==> src/rtl/brs_pkg.sv <==
package brs_pkg;

    typedef enum logic {
        SYNC_TWO_STAGE = 1'b0,
        SYNC_ONE_STAGE = 1'b1
    } sync_mode_e;

    typedef struct packed {
        logic rdy;
        logic rst;
    } sync_out_t;

    // value loaded into the falling-edge stage
    function automatic logic fall_stage_next(input sync_mode_e mode,
                                             input logic rise_val,
                                             input logic comb_val);
        return (mode == SYNC_ONE_STAGE) ? comb_val : rise_val;
    endfunction

endpackage

==> src/rtl/rdy_qualify.sv <==
module rdy_qualify #(
    parameter int NUM_SRC = 2
) (
    input  logic [NUM_SRC-1:0] rdy_in,
    input  logic [NUM_SRC-1:0] rdy_en_n,
    output logic               rdy_any
);
    logic [NUM_SRC-1:0] qual;

    for (genvar g = 0; g < NUM_SRC; g++) begin : g_src
        assign qual[g] = rdy_in[g] & ~rdy_en_n[g];
    end

    assign rdy_any = |qual;
endmodule

==> src/rtl/rdy_sync_chain.sv <==
module rdy_sync_chain
    import brs_pkg::*;
(
    input  logic       clk,
    input  logic       clr,
    input  sync_mode_e mode,
    input  logic       rdy_comb,
    output logic       rdy_sync
);
    logic rise_q;
    logic fall_q;

    always_ff @(posedge clk) begin
        if (clr) rise_q <= 1'b0;
        else     rise_q <= rdy_comb;
    end

    always_ff @(negedge clk) begin
        if (clr) fall_q <= 1'b0;
        else     fall_q <= fall_stage_next(mode, rise_q, rdy_comb);
    end

    assign rdy_sync = fall_q;
endmodule

==> src/rtl/rst_sync_cell.sv <==
module rst_sync_cell (
    input  logic clk,
    input  logic req_n,
    output logic rst_q
);
    always_ff @(negedge clk) begin
        rst_q <= ~req_n;
    end
endmodule

==> src/rtl/bus_ready_reset_sync.sv <==
module bus_ready_reset_sync
    import brs_pkg::*;
#(
    parameter int NUM_SRC = 2
) (
    input  logic               clk,
    input  logic               rst_req_n,
    input  logic [NUM_SRC-1:0] rdy_in,
    input  logic [NUM_SRC-1:0] rdy_en_n,
    input  logic               sync_sel_i,
    output logic               rdy_o,
    output logic               rst_o
);
    logic       rdy_any;
    logic       rdy_sync;
    logic       rst_q;
    sync_mode_e mode;
    sync_out_t  outs;

    assign mode = sync_mode_e'(sync_sel_i);

    rdy_qualify #(.NUM_SRC(NUM_SRC)) u_qual (
        .rdy_in  (rdy_in),
        .rdy_en_n(rdy_en_n),
        .rdy_any (rdy_any)
    );

    rst_sync_cell u_rst (
        .clk  (clk),
        .req_n(rst_req_n),
        .rst_q(rst_q)
    );

    rdy_sync_chain u_chain (
        .clk     (clk),
        .clr     (rst_q),
        .mode    (mode),
        .rdy_comb(rdy_any),
        .rdy_sync(rdy_sync)
    );

    always_comb begin
        outs.rst = rst_q;
        outs.rdy = rdy_sync & ~rst_q;
    end

    assign rdy_o = outs.rdy;
    assign rst_o = outs.rst;
endmodule

==> config.mk <==
export PLATFORM = sky130hd
export DESIGN_NAME = bus_ready_reset_sync
export DESIGN_NICKNAME = d
export VERILOG_FILES = /design/src/rtl/brs_pkg.sv /design/src/rtl/rdy_qualify.sv /design/src/rtl/rdy_sync_chain.sv /design/src/rtl/rst_sync_cell.sv /design/src/rtl/bus_ready_reset_sync.sv
export SDC_FILE = /design/constraint.sdc
export NUM_CORES = 1
export LEC_CHECK = 0
export BUFFER_PORTS_ARGS = -buffer_cell sky130_fd_sc_hd__buf_2
export CAP_MARGIN = 5
export CORE_AREA = 2 2 39 41
export CTS_BUF_LIST = sky130_fd_sc_hd__clkbuf_4 sky130_fd_sc_hd__clkbuf_8
export DETAILED_ROUTE_END_ITERATION = 10
export DIE_AREA = 0 0 41 43
export SLEW_MARGIN = 20
export SYNTH_ARGS = -nofsm -noshare
export SYNTH_HDL_FRONTEND = slang
export SYNTH_HIERARCHICAL = 1
export SYNTH_SLANG_ARGS = --single-unit
==> constraint.sdc <==
create_clock -name clk -period 0.8 [get_ports clk]
set_input_delay 0 -clock clk [delete_from_list [all_inputs] [get_ports clk]]
set_output_delay 0 -clock clk [all_outputs]
set_load 0.05 [all_outputs]
# Yosys cells after proc, flatten, opt, wreduce, memory -nomap -nowiden
# Cells that the tools add are included.
op_classes:
  muxes: 1
  bitwise_logic: 7
  n_reduce_logical: 1
op_table:
  columns: ["cell", "count"]
  rows:
  - ["1-bit NOT", 4]
  - ["1-bit bitwise AND", 3]
  - ["2-bit OR reduction", 1]
  - ["1-bit 2-to-1 mux", 1]
word_totals:
  regBits: 3

# Logic depth before layout (Yosys ltp)
logic_depth:
  word_depth: 4
  depth_mapped: 4
  depth_no_buf: 4

# Hierarchy
# The synthesis kept the hierarchy.
by_module_without_submodules:
  columns: ["mod", "n_inst", "cells_each", "area_each_um2", "seq_area_each_um2"]
  rows:
  - ["rdy_sync_chain", 1, 6, 63.8, 40.0]
  - ["rst_sync_cell", 1, 3, 27.5, 20.0]
  - ["rdy_qualify", 1, 3, 20.0, 0.0]
  - ["bus_ready_reset_sync", 1, 1, 13.8, 0.0]

==> flow_summary_export.csv <==
group,metric,value,unit
global_route,grt_max_degree,4,
finish,syn2layout_area_growth,102,%
synth,avgSynthCellArea,9.62,um^2
global_route,grt_overflow_total,0,
synth,synth_xor_area_share,0,%
floorplanning,die_h,43,um
clock_tree,cts_tree,"yes",
setup_path,critPathLaunchType,"flop",
synth,synth_cell_types,7,
power_and_ir_drop,p_leak,0.135,nW
synth,syn_area,125,um^2
timing,drv_slew,0,
clock_tree,cts-buffers-inserted,3,
placed_design,portBuffers,8,
setup_path,crit_buf_inv,1,
floorplanning,num_rows,14,
synth,synth_mux_area_share,8.00,%
placed_design,placed_cells,38,
finish,antenna_cells,0,
floorplanning,ios,9,
synth,ys_top_cells_by_area,"dfxtp_1 48%, inv_1 15%, nor2b_4 11%, o22ai_2 10%, mux2i_1 8.0%",
global_route,antenna_found_initial,0,
synth,synthSimpleGateAreaFrac,19.0,%
timing,finalSetupViolCount,4,
setup_path,worstPathRequired,800,ps
synth,netlist_instances,13,
power_and_ir_drop,power_frac_clock,59.5,%
flow_run,drv_cap,0,
synth,synth_top_area_share,48.0,%
global_route,grt_use_total,5.11,%
detailed_routing,met1_length,101,um
finish,stdcell_count,43,
detailed_routing,viasPerCell,2.88,
detailed_routing,topRoutingLayerUsed,"met3",
setup_path,crit_fanout,3,
timing,fin_ws,-492,ps
min_path,holdCritPathClass,"input port to flop",
detailed_routing,via_count,124,
finish,fillers,160,
placed_design,routabilityCongestion,0.484,
clock_tree,hold_buffers,0,
synth,synth_top_area_cell,"dfxtp_1",
timing,relSlewSlack,91.7,%
setup_path,cp_slowest_stage_delay,340,ps
setup_path,crit_slowest_cell,"dfxtp_4",
synth,synth_seq_cells,3,
synth,synth_warnings,6,
detailed_routing,wl_per_cell,6.93,um
detailed_routing,dr_wl_met3,51,um
power_and_ir_drop,power_frac_seq,28.0,%
power_and_ir_drop,switchingPower,0.154,mW
setup_path,crit_type,"flop to primary output",
power_and_ir_drop,power.share.combinational,12.5,%
detailed_routing,ant_nets,0,
power_and_ir_drop,p_per_area,2330,nW/um^2
floorplanning,start_util,9.04,%
timing,tightest_slew,121,ps
setup_path,critPathTopFamily,"flip-flops",
floorplanning,die_w,41,um
timing,hold_slack,62.3,ps
power_and_ir_drop,max-vdd-ir-drop,0.790,mV
outcome,status,"finished, violations left",
setup_path,r2r_setup_slack,-380,ps
timing,hold_viol,0,
synth,synth_top_family_by_area,"simple AND/OR/NAND/NOR gates",
timing,clock-skew-final,61.8,ps
setup_path,cp_cell_sequence,"nor2b_4, buf_8",
synth,yosysMostFrequentCell,"inv_1",
clock_tree,clock-root-buffer,"clkbuf_4",
global_route,grt_pass1_vias,133,
clock_tree,cts_sinks,3,
clock_tree,clkLatencyLatePin,300,ps
floorplanning,core-area,1380,um^2
power_and_ir_drop,sw_frac_of_total,26.2,%
detailed_routing,drcViolationCount,0,
synth,synth_seq_area_share,48.0,%
detailed_routing,first_pass_iters,2,
placed_design,dp_hpwl,183,um
synth,synth-adder-area-share,0,%
synth,synth-compound-area-share,10.0,%
power_and_ir_drop,intPower,0.435,mW
synth,synth_edf_count,0,
detailed_routing,drt_iter0_markers,1,
synth,synth-async-reset-ratio,0,%
finish,regArea,66.3,um^2
outcome,violations,"negative setup slack",
timing,rsz0062_at_grt,"true",
setup_path,cp-end-kind,"primary output",
finish,drive_gt1_share,70.4,%
clock_tree,cts.path.max_buffers,2,
global_route,grt_pass1_wl,448,um
synth,ys.flop_type,"dfxtp_1",
synth,synth_common_cells,"5 x inv_1, 3 x dfxtp_1",
clock_tree,htreeDepth,1,
detailed_routing,wl_met2,146,um
detailed_routing,drt-total-wl,298,um
finish,multiInputGateArea,46.3,um^2
setup_path,worst_ep_arrival_time,1290,ps
clock_tree,clk_pin_slew,40,ps
finish,nNetsFinal,35,
synth,syn-num-nets,20,
floorplanning,die_area,1760,um^2
## tightest hold or removal path, delay by kind of cell
| family | cells | cell delay [ps] |
|---|---|---|
| and+or+nand+nor | 1 | 120 |
| AOI/OAI and AO/OA | 1 | 60 |
| buffers and inverters | 1 | 80 |
## through the flow
stage               power, mW  setup TNS (ps)  cell area [um^2]  util (%)  worst slack, ps
global route            0.647           -1590               253      18.3             -540
CTS                     0.598           -1360               235      17.0             -506
finish                  0.590           -1450               253      18.3             -492
global placement        0.257            -852               196      14.2             -276
detailed placement      0.259            -872               196      14.2             -277
floorplan               0.233            -701               129         -             -298
## power by group through the flow
stage	Clock (mW)	Combinational, mW	Sequential (mW)
final	0.351	0.0737	0.165
after global routing	0.401	0.0796	0.166
after CTS	0.367	0.0663	0.164
after detailed placement	0.0312	0.0616	0.166
after global placement	0.0312	0.0609	0.165
after floorplan	0.0312	0.0269	0.175
## cells by family (layout without fill, tap and decap cells)
| logic type | Yosys count | after routing |
|---|---|---|
| AO/OA/AOI/OAI | 1 | 1 |
| buffers and inverters | 5 | 19 |
| flip-flops | 3 | 3 |
| multiplexers | 1 | 1 |
| AND/OR/NAND/NOR | 3 | 3 |
## cell usage in the layout (no fill, tap or decap)
cell type	synthesis	routed
buf_4	0	2
buf_6	0	1
nor2b_4	1	1
clkbuf_4	0	4
nor2b_1	1	1
buf_8	0	1
nor2_1	1	1
dfxtp_2	0	2
dfxtp_4	0	1
o22ai_2	1	1
inv_1	5	5
mux2i_1	1	1
buf_2	0	6
## area by class of cell
cell class              count  area share [%]
repair buffers             10            28.2
multi-input cells           5            18.3
flip-flops and latches      3            26.2
inverters                   3            4.46
clock inverters             2            2.97
well taps                  16            7.92
clock buffers               4            11.9
## path summary, 6_finish.rpt
path,from,end,cells after the start
worst max register to register,u_rst/rst_q$_DFF_N_,u_chain/rise_q$_SDFF_PP0_,3
worst min-delay path,rdy_en_n[1],u_chain/rise_q$_SDFF_PP0_,3
worst min register to register,u_rst/rst_q$_DFF_N_,u_chain/rdy_sync$_SDFF_NP0_,3
worst max-delay path,u_rst/rst_q$_DFF_N_,rdy_o,2
## state kept, by name (all words and copies together), names as in the netlist
register,flops
u_rst/rst_q,1
u_chain/rdy_sync,1
u_chain/rise_q,1
## per-layer routing
metal / track usage (%) / up-vias
li1: - / 64
met1: 3.82 / 53
met2: 4.06 / 7
met3: 9.42 / 0
met4: 5.33 / 0
met5: 0 / -
## timing repair
item / in CTS / in global routing
buffers inserted: 0 / 1
resized for setup: 3 / 4
hold endpoints to repair: 0 / 0
setup endpoints to repair: 4 / 4
pin swaps: 1 / 1
(Power assumes the default switching activity.)
